$ cat src/rtl/ptw_pkg.sv
package ptw_pkg;

  typedef enum logic [1:0] {
    ST_IDLE  = 2'd0,
    ST_ISSUE = 2'd1,
    ST_WAIT  = 2'd2
  } walk_state_e;

  // descriptor entry type, low two bits of every descriptor
  localparam logic [1:0] ET_ABSENT = 2'd0;
  localparam logic [1:0] ET_TABLE  = 2'd1;
  localparam logic [1:0] ET_LEAF   = 2'd2;
  localparam logic [1:0] ET_RSVD   = 2'd3;

  // fault kinds reported on completion
  localparam logic [1:0] FK_NONE   = 2'd0;
  localparam logic [1:0] FK_ABSENT = 2'd1;
  localparam logic [1:0] FK_RSVD   = 2'd2;
  localparam logic [1:0] FK_DEPTH  = 2'd3;

  localparam logic [1:0] LVL_CTX  = 2'd0;
  localparam logic [1:0] LVL_LAST = 2'd3;

  // final-entry attributes, descriptor bits [7:2]
  typedef struct packed {
    logic [2:0] acc;
    logic       c;
    logic       m;
    logic       r;
  } leaf_attr_t;

  localparam int ATTR_W = 6;

endpackage

$ cat src/rtl/ptw_rst_sync.sv
module ptw_rst_sync (
  input  logic clk,
  input  logic arst_n,
  output logic srst_n
);

  logic [1:0] sync_q;

  always_ff @(posedge clk or negedge arst_n) begin
    if (!arst_n) begin
      sync_q <= 2'b00;
    end else begin
      sync_q <= {sync_q[0], 1'b1};
    end
  end

  assign srst_n = sync_q[1];

endmodule

$ cat src/rtl/ptw_desc_dec.sv
module ptw_desc_dec
  import ptw_pkg::*;
#(
  parameter int DSC_W = 32,
  parameter int PA_W  = 36,
  parameter int PPN_W = 24
) (
  input  logic [DSC_W-1:0] desc,
  output logic [1:0]       etype,
  output logic [PA_W-1:0]  tbl_base,
  output logic [PPN_W-1:0] ppn,
  output leaf_attr_t       attr
);

  localparam int PTR_W     = DSC_W - 2;
  localparam int PTR_SHIFT = PA_W - PTR_W;

  assign etype    = desc[1:0];
  assign tbl_base = {desc[DSC_W-1:2], {PTR_SHIFT{1'b0}}};
  assign ppn      = desc[DSC_W-1 -: PPN_W];
  assign attr     = leaf_attr_t'(desc[2 +: ATTR_W]);

endmodule

$ cat src/rtl/ptw_idx_sel.sv
module ptw_idx_sel #(
  parameter int VPN_W = 20,
  parameter int PA_W  = 36,
  parameter int L1_W  = 8,
  parameter int L2_W  = 6,
  parameter int L3_W  = 6
) (
  input  logic [1:0]       tgt_lvl,
  input  logic [VPN_W-1:0] vpn,
  output logic [PA_W-1:0]  idx_off
);

  localparam int L3_LSB = 0;
  localparam int L2_LSB = L3_W;
  localparam int L1_LSB = L3_W + L2_W;

  logic [L1_W-1:0] idx;

  always_comb begin
    case (tgt_lvl)
      2'd1:    idx = vpn[L1_LSB +: L1_W];
      2'd2:    idx = {{(L1_W-L2_W){1'b0}}, vpn[L2_LSB +: L2_W]};
      2'd3:    idx = {{(L1_W-L3_W){1'b0}}, vpn[L3_LSB +: L3_W]};
      default: idx = '0;
    endcase
  end

  // four bytes per descriptor
  assign idx_off = {{(PA_W-L1_W-2){1'b0}}, idx, 2'b00};

endmodule

$ cat src/rtl/ptw_pa_merge.sv
module ptw_pa_merge #(
  parameter int VPN_W = 20,
  parameter int OFF_W = 12,
  parameter int PPN_W = 24,
  parameter int L2_W  = 6,
  parameter int L3_W  = 6
) (
  input  logic [1:0]             lvl,
  input  logic [PPN_W-1:0]       ppn,
  input  logic [VPN_W-1:0]       vpn,
  input  logic [OFF_W-1:0]       off,
  output logic [PPN_W+OFF_W-1:0] pa
);

  localparam int SPW = $clog2(VPN_W + 1);

  // number of low page-number bits passed through from the virtual address
  logic [SPW-1:0] span;
  logic [PPN_W-1:0] frame;

  always_comb begin
    case (lvl)
      2'd0:    span = SPW'(VPN_W);
      2'd1:    span = SPW'(L2_W + L3_W);
      2'd2:    span = SPW'(L3_W);
      default: span = '0;
    endcase
  end

  for (genvar i = 0; i < PPN_W; i++) begin : g_bit
    if (i < VPN_W) begin : g_mux
      assign frame[i] = (span > SPW'(i)) ? vpn[i] : ppn[i];
    end else begin : g_pass
      assign frame[i] = ppn[i];
    end
  end

  assign pa = {frame, off};

endmodule

$ cat src/rtl/ptw_walker.sv
module ptw_walker
  import ptw_pkg::*;
#(
  parameter int VA_W  = 32,
  parameter int PA_W  = 36,
  parameter int CTX_W = 8,
  parameter int DSC_W = 32,
  parameter int OFF_W = 12,
  parameter int L1_W  = 8,
  parameter int L2_W  = 6,
  parameter int L3_W  = 6
) (
  input  logic             clk,
  input  logic             rst_n,
  input  logic             req,
  input  logic [VA_W-1:0]  va,
  input  logic [CTX_W-1:0] ctx_id,
  input  logic [PA_W-1:0]  ctx_base,
  output logic             busy,
  output logic             mem_req,
  output logic [PA_W-1:0]  mem_addr,
  input  logic             mem_rvalid,
  input  logic [DSC_W-1:0] mem_rdata,
  output logic             done,
  output logic             fault,
  output logic [1:0]       fault_kind,
  output logic [1:0]       walk_level,
  output logic [PA_W-1:0]  pa,
  output logic [2:0]       attr_acc,
  output logic             attr_c,
  output logic             attr_m,
  output logic             attr_r
);

  localparam int VPN_W = VA_W - OFF_W;
  localparam int PPN_W = PA_W - OFF_W;

  logic srst_n;

  walk_state_e     st_q, st_d;
  logic [1:0]      lvl_q, lvl_d;
  logic [VA_W-1:0] va_q, va_d;
  logic [PA_W-1:0] addr_q, addr_d;
  logic            walk_en;

  logic            res_en;
  logic            done_q, done_d;
  logic            fault_q, fault_d;
  logic [1:0]      kind_q, kind_d;
  logic [1:0]      wlvl_q, wlvl_d;
  logic [PA_W-1:0] pa_q, pa_d;
  leaf_attr_t      attr_q, attr_d;

  logic [1:0]       etype;
  logic [PA_W-1:0]  tbl_base;
  logic [PPN_W-1:0] leaf_ppn;
  leaf_attr_t       leaf_attr;
  logic [PA_W-1:0]  idx_off;
  logic [PA_W-1:0]  merged_pa;
  logic [PA_W-1:0]  ctx_off;

  ptw_rst_sync u_rst_sync (
    .clk    (clk),
    .arst_n (rst_n),
    .srst_n (srst_n)
  );

  ptw_desc_dec #(
    .DSC_W (DSC_W),
    .PA_W  (PA_W),
    .PPN_W (PPN_W)
  ) u_desc_dec (
    .desc     (mem_rdata),
    .etype    (etype),
    .tbl_base (tbl_base),
    .ppn      (leaf_ppn),
    .attr     (leaf_attr)
  );

  ptw_idx_sel #(
    .VPN_W (VPN_W),
    .PA_W  (PA_W),
    .L1_W  (L1_W),
    .L2_W  (L2_W),
    .L3_W  (L3_W)
  ) u_idx_sel (
    .tgt_lvl (lvl_q + 2'd1),
    .vpn     (va_q[VA_W-1:OFF_W]),
    .idx_off (idx_off)
  );

  ptw_pa_merge #(
    .VPN_W (VPN_W),
    .OFF_W (OFF_W),
    .PPN_W (PPN_W),
    .L2_W  (L2_W),
    .L3_W  (L3_W)
  ) u_pa_merge (
    .lvl (lvl_q),
    .ppn (leaf_ppn),
    .vpn (va_q[VA_W-1:OFF_W]),
    .off (va_q[OFF_W-1:0]),
    .pa  (merged_pa)
  );

  assign ctx_off = {{(PA_W-CTX_W-2){1'b0}}, ctx_id, 2'b00};

  // next-state process
  always_comb begin
    st_d    = st_q;
    lvl_d   = lvl_q;
    va_d    = va_q;
    addr_d  = addr_q;
    walk_en = 1'b0;
    res_en  = 1'b0;
    done_d  = 1'b0;
    fault_d = fault_q;
    kind_d  = kind_q;
    wlvl_d  = wlvl_q;
    pa_d    = pa_q;
    attr_d  = attr_q;

    case (st_q)
      ST_IDLE: begin
        if (req) begin
          walk_en = 1'b1;
          va_d    = va;
          lvl_d   = LVL_CTX;
          addr_d  = ctx_base + ctx_off;
          st_d    = ST_ISSUE;
        end
      end
      ST_ISSUE: begin
        st_d = ST_WAIT;
      end
      ST_WAIT: begin
        if (mem_rvalid) begin
          if (etype == ET_TABLE && lvl_q != LVL_LAST) begin
            walk_en = 1'b1;
            lvl_d   = lvl_q + 2'd1;
            addr_d  = tbl_base + idx_off;
            st_d    = ST_ISSUE;
          end else begin
            res_en = 1'b1;
            done_d = 1'b1;
            wlvl_d = lvl_q;
            st_d   = ST_IDLE;
            case (etype)
              ET_LEAF:   kind_d = FK_NONE;
              ET_ABSENT: kind_d = FK_ABSENT;
              ET_RSVD:   kind_d = FK_RSVD;
              default:   kind_d = FK_DEPTH;
            endcase
            fault_d = (etype != ET_LEAF);
            pa_d    = (etype == ET_LEAF) ? merged_pa : '0;
            attr_d  = (etype == ET_LEAF) ? leaf_attr : '0;
          end
        end
      end
      default: st_d = ST_IDLE;
    endcase
  end

  // register process
  always_ff @(posedge clk or negedge srst_n) begin
    if (!srst_n) begin
      st_q    <= ST_IDLE;
      lvl_q   <= LVL_CTX;
      va_q    <= '0;
      addr_q  <= '0;
      done_q  <= 1'b0;
      fault_q <= 1'b0;
      kind_q  <= FK_NONE;
      wlvl_q  <= LVL_CTX;
      pa_q    <= '0;
      attr_q  <= '0;
    end else begin
      st_q   <= st_d;
      done_q <= done_d;
      if (walk_en) begin
        lvl_q  <= lvl_d;
        va_q   <= va_d;
        addr_q <= addr_d;
      end
      if (res_en) begin
        fault_q <= fault_d;
        kind_q  <= kind_d;
        wlvl_q  <= wlvl_d;
        pa_q    <= pa_d;
        attr_q  <= attr_d;
      end
    end
  end

  assign busy       = (st_q != ST_IDLE);
  assign mem_req    = (st_q == ST_ISSUE);
  assign mem_addr   = addr_q;
  assign done       = done_q;
  assign fault      = fault_q;
  assign fault_kind = kind_q;
  assign walk_level = wlvl_q;
  assign pa         = pa_q;
  assign attr_acc   = attr_q.acc;
  assign attr_c     = attr_q.c;
  assign attr_m     = attr_q.m;
  assign attr_r     = attr_q.r;

endmodule

$ cat config.mk
export PLATFORM = sky130hd
export DESIGN_NAME = ptw_walker
export DESIGN_NICKNAME = d
export VERILOG_FILES = /design/src/rtl/ptw_pkg.sv /design/src/rtl/ptw_rst_sync.sv /design/src/rtl/ptw_desc_dec.sv /design/src/rtl/ptw_idx_sel.sv /design/src/rtl/ptw_pa_merge.sv /design/src/rtl/ptw_walker.sv
export SDC_FILE = /design/constraint.sdc
export NUM_CORES = 1
export LEC_CHECK = 0
export ABC_CLOCK_PERIOD_IN_PS = 11130
export BUFFER_PORTS_ARGS = -buffer_cell sky130_fd_sc_hd__buf_2
export CAP_MARGIN = 0
export CORE_AREA = 2 2 141 108
export DETAILED_ROUTE_END_ITERATION = 7
export DIE_AREA = 0 0 143 110
export GPL_TIMING_DRIVEN = 0
export PLACE_DENSITY_LB_ADDON = 0.05
export SYNTH_ARGS = -nofsm -noshare
export SYNTH_HDL_FRONTEND = slang
export SYNTH_SLANG_ARGS = --single-unit
$ cat constraint.sdc
create_clock -name clk -period 11.13 [get_ports clk]
set_clock_uncertainty 0.05 [all_clocks]
set_input_delay 3.339 -clock clk [delete_from_list [all_inputs] [get_ports clk]]
set_output_delay 3.339 -clock clk [all_outputs]
set_load 0.03 [all_outputs]
==> qor.yml, run 1 <==
final_layout:
  final_cells: 1153
  fillers: 1300
  diodes: 0
  area_growth_pct: 28.23
  drive_above_1_share_pct: 26.13
  fin_nets: 1073
synthesis:
  synth_top_family_by_area: "simple AND/OR/NAND/NOR gates"
  synth_compound_area_share_pct: 15.41
  synthTopCellsByCount: "193 x nand2_1, 122 x dfrtp_1, 36 x nor2_1, 32 x nand3_1, 32 x o21ai_0"
  yosys.area.top_type: "dfrtp_1"
  synth_edf_count: 0
  synth_mux_area_share_pct: 2.723
  syn_inst: 723
  synth_nets: 856
  ys_seq_area_share_pct: 46.13
  synth_xor_area_share_pct: 7.544
  yosysTopAreaCellShare_pct: 46.13
  synth_seq_cells: 122
  ys_top_cells_by_area: "dfrtp_1 46%, nand2_1 11%, xnor2_1 4.0%, ha_1 3.6%, xor2_1 3.6%"
  ys.flop_type: "dfrtp_1"
  synth.most_common_cell: "nand2_1"
  yosysWarnings: 0
  syn-cell-area_mm2: 0.006618
  synth.distinct_cells: 61
  synthArstFlopShare_pct: 100.0
  synthAdderAreaFrac_pct: 4.197
  syn_avg_cell_area_um2: 9.153
  yosys.area_share.simple_pct: 21.10
place:
  port_buffers: 197
  placed_cells: 1121
  dp.final_hpwl_um: 17090
  globalplace.congestion: 0.8565
  place_ws_ns: 5.184
sta:
  worst_slew_pin_slew_ns: 0.9110
  drv_slew: 0
  fmax_ghz: 0.1763
  fin_crit_sh_pct: 50.96
  rsz0062_at_grt: "no"
  hold_viol_final: 0
  timing.final.ws_setup_ns: 5.458
  slew_headroom_pct: 39.26
  final-setup-viol-count: 0
  post-route-min-period_ns: 5.672
  tns_ns: 0
die:
  core_mm2: 0.01431
  chipWidth_um: 143
  ios: 198
  die_y_um: 110
  die_area_mm2: 0.01573
  num_rows: 38
  start_util_pct: 46.24
worst_setup_path:
  worst_ep_required_time_ns: 11.35
  worstRegToRegCells: 12
  crit_path_end_kind: "flip-flop"
  crit_type: "primary input to flip-flop"
  crit_arrival_ns: 5.90
  cp-start-kind: "primary input"
  regToRegSetupSlack_ns: 7.09
  cp_max_fo: 5
clocking:
  cts_resized: 0
  cts_hold_buf: 0
  tritoncts: "done"
  cts_setup_buffers: 0
  worstSkewPairLatency_ns: 0.42
  cts_buffers: 17
  cts_htree_levels: 4
  cts.root.buffer_cell: "clkbuf_16"
  clockBufferDepth: 2
  path_clk_slew_ns: 0.06
  numClockSinks: 122
pwr:
  max-vdd-ir-drop_v: 0.0001319
  p_leak_uw: 0.004205
  cellPowerDensity_mw_per_mm2: 290.0
global_routing:
  grt_use_total_pct: 28.46
  grt_antenna_before_repair: 0
  grt_pass1_wl_um: 33550
  grt_pass1_vias: 6237
  overflow: 0
  grt_max_degree: 72
routing:
  wirelength_um: 21740
  vias: 6352
  first_pass_iters: 8
  vias_per_cell: 5.509
  dr.first_iter.drc_count: 536
  drc: 0
  ant_nets: 0
  wire_per_inst_um: 18.85
status:
  status: "complete, no violations"
min_path:
  hold_class: "flip-flop to flip-flop"
  worstHoldPathCells: 0
job:
  max-cap-violations: 0
## report_power, final
group	internal, uW	switching, uW	total (uW)
Sequential	643	148	791
Combinational	349	755	1100
Clock	341	225	565
## layer usage
metal	up-vias	track usage [%]	wire length, um
met5	-	0	0
met4	0	7.850	324
met3	26	7.300	1798
met2	253	43.06	9587
met1	3104	40.68	10030
li1	2969	-	-
## registers in the layout, indices dropped and copies added (netlist names), 2 cells and up
register           flops
mem_addr              36
attr_acc               3
fault_kind             2
lvl_q                  2
pa                    36
st_q                   2
walk_level             2
u_rst_sync.sync_q      2
va_q                  32
## placed cells by master (no fill, tap or decap), types with 10 or more instances in the layout
| cell | Yosys | routed |
|---|---|---|
| and3_1 | 10 | 10 |
| a21oi_1 | 25 | 25 |
| clkbuf_16 | 0 | 17 |
| o221ai_1 | 10 | 10 |
| nand2_1 | 193 | 193 |
| a22o_1 | 10 | 10 |
| o21ai_0 | 32 | 32 |
| nor3_1 | 10 | 10 |
| clkbuf_1 | 27 | 27 |
| xor2_1 | 27 | 27 |
| mux2i_1 | 18 | 18 |
| xnor2_1 | 30 | 30 |
| nor2_1 | 36 | 36 |
| buf_2 | 6 | 203 |
| dfrtp_1 | 122 | 121 |
| nand3_1 | 32 | 32 |
| ha_1 | 19 | 19 |
## cell type report
class	instances	area, um2	area share, %
Buffer	37	146.4	1.725
Clock buffer	18	439.2	5.175
Clock inverter	14	161.4	1.902
Inverter	11	41.29	0.4866
Multi-Input combinational cell	553	3377	39.80
Sequential cell	122	3057	36.02
Tap cell	200	250.2	2.949
Timing Repair Buffer	198	1013	11.94
## metrics by stage
step	hold slack (ns)	utilization [%]	area, um2	power [uW]
global route	0.3251	59.29	8486	2611
global placement	0.2888	54.88	7854	1870
floorplan	0.2812	-	6618	1502
detailed placement	0.2847	55.10	7885	1895
CTS	0.2993	59.29	8486	2464
finish	0.2981	59.29	8486	2461
## worst max-delay path: stages
cell and delay (ns):
buf_2 0.10, ha_1 0.21, fa_1 0.41, a21o_1 0.21
a221oi_1 0.77, nor2_1 0.29, xnor2_1 0.44, o21ai_0 0.13
## path summary, 6_finish.rpt
check / startpoint / end
max: ctx_id[0] / mem_addr[10]
min: u_rst_sync.sync_q[0] / u_rst_sync.sync_q[1]
max reg2reg: lvl_q[1] / mem_addr[35]
min reg2reg: u_rst_sync.sync_q[0] / u_rst_sync.sync_q[1]
max in group asynchronous: rst_n / u_rst_sync.sync_q[1]
min in group asynchronous: u_rst_sync.sync_q[1] / va_q[24]
## logic make-up after synthesis
logic type / Yosys count
compound gates: 143
xor+xnor: 57
fa+ha+maj: 21
buf+inv: 48
flops: 122
mux: 18
other cells: 1
simple gates: 313
No activity file was read; power rests on OpenSTA's default activity.
==> inputs of run 2 (changes only) <==
--- a/config.mk
+++ b/config.mk
@@ -5,12 +5,13 @@
 export SDC_FILE = /design/constraint.sdc
 export NUM_CORES = 1
 export LEC_CHECK = 0
-export ABC_CLOCK_PERIOD_IN_PS = 11130
+export ABC_AREA = 1
+export ABC_CLOCK_PERIOD_IN_PS = 5600
 export BUFFER_PORTS_ARGS = -buffer_cell sky130_fd_sc_hd__buf_2
 export CAP_MARGIN = 0
-export CORE_AREA = 2 2 141 108
+export CORE_AREA = 2 2 151 116
 export DETAILED_ROUTE_END_ITERATION = 7
-export DIE_AREA = 0 0 143 110
+export DIE_AREA = 0 0 153 118
 export GPL_TIMING_DRIVEN = 0
 export PLACE_DENSITY_LB_ADDON = 0.05
 export SYNTH_ARGS = -nofsm -noshare
==> constraint.sdc (replaced) <==
create_clock -name clk -period 5.6 [get_ports clk]
set_clock_uncertainty 0.05 [all_clocks]
set_input_delay 1.68 -clock clk [delete_from_list [all_inputs] [get_ports clk]]
set_output_delay 1.68 -clock clk [all_outputs]
set_load 0.03 [all_outputs]
==> qor.yml, run 2 <==
status:
  status: "complete, no violations"
synthesis:
  syn-cell-area_mm2: 0.007684  # +16%
  synth_nets: 1172  # +37%
  syn_avg_cell_area_um2: 7.395  # -19%
  ys_seq_area_share_pct: 39.73  # -6.4 points
  synth_edf_count: 0  # unchanged
  synthArstFlopShare_pct: 100.0  # unchanged
  synth_seq_cells: 122  # unchanged
  synth.most_common_cell: "nand2_1"
  syn_inst: 1039  # +44%
  synthTopCellsByCount: "320 x nand2_1, 122 x dfrtp_1, 105 x nand3_1, 99 x inv_1, 91 x nor2_1"
  yosysTopAreaCellShare_pct: 39.73  # -6.4 points
  ys.flop_type: "dfrtp_1"
  yosysWarnings: 0  # unchanged
  ys_top_cells_by_area: "dfrtp_1 40%, nand2_1 16%, nand3_1 6.8%, inv_1 4.8%, nor2_1 4.4%"
  synth.distinct_cells: 46  # -25%
  yosys.area.top_type: "dfrtp_1"
global_routing:
  overflow: 0  # unchanged
  grt_antenna_before_repair: 0  # unchanged
  grt_use_total_pct: 30.03  # +1.6 points
  grt_pass1_wl_um: 41870  # +25%
  grt_pass1_vias: 7246  # +16%
  grt_max_degree: 63  # -13%
worst_setup_path:
  crit_path_end_kind: "flip-flop"
  worstRegToRegCells: 18  # +6
  worst-path-buf-inv: 3  # +2
  cp.depth: 18  # +10
  crit_path_top_delay_cell: "clkbuf_1"
  critical-path-max-stage-delay_ns: 0.46  # -0.31 ns
  cp_max_fo: 10  # +5
  regToRegSetupSlack_ns: 1.93  # -5.16 ns
  cpLargestDelayFamily: "simple AND/OR/NAND/NOR gates"
  worst_ep_required_time_ns: 5.86  # -5.49 ns
  r2r-end: "mem_addr[34]"
  startpoint: "lvl_q[0]"
  crit_type: "flip-flop to flip-flop"
  cp-start-kind: "flip-flop"
  crit_path_frequent_cell: "nand2_1"
  reg2reg_from: "lvl_q[0]"
  path_cells: "inv_1 > ha_1 > clkbuf_1 > nand2_1 > nand3_1 > nand2_1 > inv_1 > ha_1 > fa_1 > nand2_1 > nor2_1 > nor2_2 > nor2_1 > nand2_1 > nand2_1 > nand3_1 > nand3_1 > nand2_1"
  crit_arrival_ns: 3.93  # -1.97 ns
sta:
  hold_viol_final: 0  # unchanged
  tns_ns: 0  # unchanged
  rsz0062_at_grt: "no"
  final-setup-viol-count: 0  # unchanged
  fmax_ghz: 0.2725
  fin_crit_sh_pct: 65.54
  slew_headroom_pct: 45.99  # +6.7 points
  worst_slew_pin_slew_ns: 0.8102  # -0.1009 ns
  post-route-min-period_ns: 3.670
  drv_slew: 0  # unchanged
min_path:
  min_from: "u_rst_sync.sync_q[0]"
  whs_endpoint: "u_rst_sync.sync_q[1]"
  hold_class: "flip-flop to flip-flop"
  worstHoldPathCells: 0  # unchanged
job:
  max-cap-violations: 0  # unchanged
clocking:
  clockBufferDepth: 2  # unchanged
  tritoncts: "done"
  numClockSinks: 122  # unchanged
  cts_hold_buf: 0  # unchanged
  cts_resized: 0  # unchanged
  cts_setup_buffers: 0  # unchanged
  worstSkewPairLatency_ns: 0.42  # about the same
  cts_htree_levels: 4  # unchanged
  cts.root.buffer_cell: "clkbuf_16"
  path_clk_slew_ns: 0.07  # about the same
  cts_buffers: 17  # unchanged
routing:
  wl_met3_um: 2876  # +60%
  drc: 0  # unchanged
  ant_nets: 0  # unchanged
  wirelength_um: 27440  # +26%
  first_pass_iters: 6  # -2
  dr.first_iter.drc_count: 895  # +67%
  wire_per_inst_um: 18.49  # -1.9%
  wl_met2_um: 10730  # +12%
  vias: 8078  # +27%
  highest_layer: "met4"
  vias_per_cell: 5.443  # -1.2%
  wl_met1_um: 13560  # +35%
place:
  port_buffers: 197  # unchanged
  globalplace.congestion: 0.9697  # +13%
  placed_cells: 1452  # +30%
  dp.final_hpwl_um: 21760  # +27%
  dpl_cell_area_mm2: 0.008970  # +14%
final_layout:
  final_common_cell: "nand2_1"
  fin_util_pct: 57.93  # -1.4 points
  area_growth_pct: 24.93
  drive_above_1_share_pct: 25.53  # -0.60 points
  diodes: 0  # unchanged
  final_cells: 1484  # +29%
  final_cell_mix: "320 x nand2_1, 210 x buf_2, 121 x dfrtp_1"
  stdcell_area_mm2: 0.009599  # +13%
  fin_nets: 1389  # +29%
die:
  die_area_mm2: 0.01805  # +15%
  core_mm2: 0.01657  # +16%
  num_rows: 41  # +7.9%
  die_y_um: 118  # +7.3%
  ios: 198  # unchanged
  start_util_pct: 46.37  # +0.13 points
  chipWidth_um: 153  # +7.0%
pwr:
  cellPowerDensity_mw_per_mm2: 516.1  # +78%
  p_leak_uw: 0.005069  # +21%
  max-vdd-ir-drop_v: 0.0003574  # +170%
  power.total_uw: 4955  # +100%
-- run 2: worst register-to-register path: cells and delay by family, from the launching register on --
| kind | cells | cell delay, ns |
|---|---|---|
| adders and majority gates | 3 | 0.81 |
| buffers and inverters | 3 | 0.74 |
| DFF | 1 | 0.44 |
| and+or+nand+nor | 12 | 1.52 |
-- run 2: metrics by stage --
stage / hold WS (ns) / setup slack [ns]
5_1_grt: 0.3179 / 1.668
6_report: 0.3025 / 1.930
3_5_place_dp: 0.2910 / 1.848
2_1_floorplan: 0.2812 / 1.899
4_1_cts: 0.3050 / 2.102
3_3_place_gp: 0.2846 / 0.4460
-- run 2: cells by family (layout without fill, tap and decap cells) --
family,after synthesis,in the layout,synth area share (%)
XOR/XNOR,9,9,1.026
AND/OR/NAND/NOR,594,594,33.90
AO/OA/AOI/OAI,123,123,9.884
multiplexers,31,31,4.527
other,1,1,0.04881
adder cells (fa/ha/maj),21,21,3.615
buffers and inverters,138,368,7.263
flip-flops,122,122,39.73
-- run 2: worst max-delay path by stage --
stage,endpoint,slack [ns]
floorplan,attr_acc[0],1.90
global placement,va_q[21],0.45
detailed placement,mem_addr[34],1.85
CTS,mem_addr[34],2.10
global route,mem_addr[34],1.67
finish,mem_addr[34],1.93
-- run 2: where the power goes --
group / switching [uW] / internal, uW / total (uW)
sequential: 247 / 1270 / 1510
combinational: 1550 / 700 / 2250
clock: 474 / 720 / 1190
total: 2270 / 2690 / 4950
-- run 2: area by class of cell --
type,instances,area (um2)
fillers,1640,6970
multi-input cells,779,4073
flip-flops and latches,122,3057
repair buffers,198,1013
clock buffers,17,425.4
inverters,109,410.4
well taps,215,269.0
clock inverters,15,203.9
plain buffers,29,147.6
-- run 2: layer usage --
metal / global-route usage (%) / vias up
li1: - / 3842
met1: 48.30 / 3798
met3: 8.063 / 28
met2: 40.25 / 410
met5: 0 / -
met4: 4.688 / 0
==> inputs of run 3 (changes only) <==
--- a/config.mk
+++ b/config.mk
@@ -6,7 +6,7 @@
 export NUM_CORES = 1
 export LEC_CHECK = 0
 export ABC_AREA = 1
-export ABC_CLOCK_PERIOD_IN_PS = 5600
+export ABC_CLOCK_PERIOD_IN_PS = 3000
 export BUFFER_PORTS_ARGS = -buffer_cell sky130_fd_sc_hd__buf_2
 export CAP_MARGIN = 0
 export CORE_AREA = 2 2 151 116
==> constraint.sdc (replaced) <==
create_clock -name clk -period 3 [get_ports clk]
set_clock_uncertainty 0.05 [all_clocks]
set_input_delay 0.9 -clock clk [delete_from_list [all_inputs] [get_ports clk]]
set_output_delay 0.9 -clock clk [all_outputs]
set_load 0.03 [all_outputs]
==> qor.yml, run 3 (synthesized netlist as in run 2, its figures left out) <==
sta:
  hold_viol_final: 0  # unchanged
  tns_ns: 0  # unchanged
  fmax_ghz: 0.3507  # +29%
  timing.final.ws_setup_ns: 0.1483  # -1.781 ns
  drv_slew: 0  # unchanged
  fin_crit_sh_pct: 95.06  # +30 points
  slew_headroom_pct: 44.74  # -1.2 points
  worst_slew_pin_slew_ns: 0.8289  # +0.01871 ns
  final-setup-viol-count: 0  # unchanged
  post-route-min-period_ns: 2.852  # -0.8186 ns
  rsz0062_at_grt: "no"
job:
  max-cap-violations: 0  # unchanged
global_routing:
  grt_use_total_pct: 30.62  # +0.59 points
  overflow: 0  # unchanged
  grt_pass1_vias: 7374  # +1.8%
  grt_pass1_wl_um: 42620  # +1.8%
  grt_max_degree: 62  # -1.6%
  grt_antenna_before_repair: 0  # unchanged
worst_setup_path:
  crit_path_end_kind: "flip-flop"
  cp-start-kind: "flip-flop"
  cp_max_fo: 10  # unchanged
  critical-path-max-stage-delay_ns: 0.42  # -0.04 ns
  worst-path-buf-inv: 3  # unchanged
  crit_path_top_delay_cell: "dfrtp_2"
  crit_path_frequent_cell: "nand2_1"
  path_cells: "inv_4 > ha_2 > buf_6 > nand2_1 > nand3_1 > nand2_1 > inv_1 > ha_1 > nand2_1 > nor2_2 > nand2_1 > nand2_4 > nand3_1 > nand2_1 > nand3_1 > nand3_1 > nand2_1"
  crit_arrival_ns: 3.10  # -0.83 ns
  crit_type: "flip-flop to flip-flop"
  cpLargestDelayFamily: "simple AND/OR/NAND/NOR gates"
  worst_ep_required_time_ns: 3.25  # -2.61 ns
clocking:
  tritoncts: "done"
  cts_htree_levels: 4  # unchanged
  clockBufferDepth: 2  # unchanged
  path_clk_slew_ns: 0.06  # about the same
  cts.root.buffer_cell: "clkbuf_16"
  cts_buffers: 17  # unchanged
  numClockSinks: 122  # unchanged
  worstSkewPairLatency_ns: 0.42  # about the same
routing:
  ant_nets: 0  # unchanged
  vias: 8028  # -0.62%
  wirelength_um: 27600  # +0.59%
  wl_met2_um: 11010  # +2.6%
  highest_layer: "met4"
  wl_met1_um: 13710  # +1.1%
  wl_met3_um: 2684  # -6.7%
  wire_per_inst_um: 18.54  # +0.25%
  first_pass_iters: 6  # unchanged
  vias_per_cell: 5.392  # -0.95%
  dr.first_iter.drc_count: 948  # +5.9%
  drc: 0  # unchanged
pwr:
  p_leak_uw: 0.005066  # about the same
  cellPowerDensity_mw_per_mm2: 943.6  # +83%
  max-vdd-ir-drop_v: 0.0006680  # +87%
place:
  port_buffers: 197  # unchanged
  globalplace.congestion: 0.9948  # +2.6%
  place_ws_ns: -0.4380  # -2.286 ns
  dp.final_hpwl_um: 22020  # +1.2%
die:
  core_mm2: 0.01657  # unchanged
  num_rows: 41  # unchanged
  die_area_mm2: 0.01805  # unchanged
  ios: 198  # unchanged
  start_util_pct: 46.37  # unchanged
  die_y_um: 118  # unchanged
  chipWidth_um: 153  # unchanged
status:
  status: "complete, no violations"
final_layout:
  area_growth_pct: 25.21
  diodes: 0  # unchanged
  fin_nets: 1394  # +0.36%
  final_common_cell: "nand2_1"
  drive_above_1_share_pct: 27.00  # +1.5 points
  final_cell_mix: "319 x nand2_1, 210 x buf_2, 120 x dfrtp_1"
min_path:
  hold_class: "primary input to async pin"
==> run 3: changes by cell type in the layout (fill, tap and decap cells not counted), sizes merged <==
| cell | change |
|---|---|
| inv | -3 |
| clkinv | +4 |
| buf | +8 |
| clkbuf | -1 |
| bufinv | -3 |
==> run 3: timing repair <==
item                                    CTS  global route
endpoints found under the setup margin   24            20
hold buffers                              0             0
resized for setup                         7            15
setup buffers                             1             6
pin swaps                                 1             5
==> run 3: path summary, 6_finish.rpt <==
check                                      from              endpoint  cells after the start  slack, ns
setup / recovery                       lvl_q[0]          mem_addr[35]                     17       0.15
hold / removal                            rst_n  u_rst_sync.sync_q[0]                      1       0.20
setup reg to reg                       lvl_q[0]          mem_addr[35]                     17       0.15
hold reg to reg            u_rst_sync.sync_q[0]  u_rst_sync.sync_q[1]                      0       0.31
max in group asynchronous  u_rst_sync.sync_q[1]              lvl_q[0]                      1       1.73
min in group clk           u_rst_sync.sync_q[0]  u_rst_sync.sync_q[1]                      0       0.31
==> run 3: metal layers <==
metal	track usage [%]	vias up
met3	7.437	19
li1	-	3864
met4	4.630	0
met5	0	-
met2	41.03	375
met1	49.80	3770
==> run 3: metrics by stage <==
step / cell area (um2) / total power (uW) / util [%] / hold WS (ns) / instances
after floorplan: 7685 / 5524 / - / 0.2811 / 1039
after global placement: 8940 / 6937 / 53.95 / 0.2912 / 1451
after detailed placement: 8970 / 6986 / 54.13 / 0.2902 / 1452
after CTS: 9535 / 8973 / 57.55 / 0.1967 / 1483
after global routing: 9620 / 9593 / 58.06 / 0.1973 / 1489
final: 9620 / 9078 / 58.06 / 0.2017 / 1489
==> run 3: power breakdown <==
part           internal (uW)  switching [uW]  leakage [uW]
Clock                   1100             832      0.000273
Sequential              2370             461       0.00151
Combinational           1390            2940       0.00328
==> run 3: final cells by class <==
class                           instances  area (um2)
Buffer                                 27       147.6
Clock buffer                           19       442.9
Clock inverter                         13       106.4
Fill cell                            1652        6949
Inverter                              109       412.9
Multi-Input combinational cell        779        4118
Sequential cell                       122        3058
Tap cell                              215       269.0
Timing Repair Buffer                  205        1066
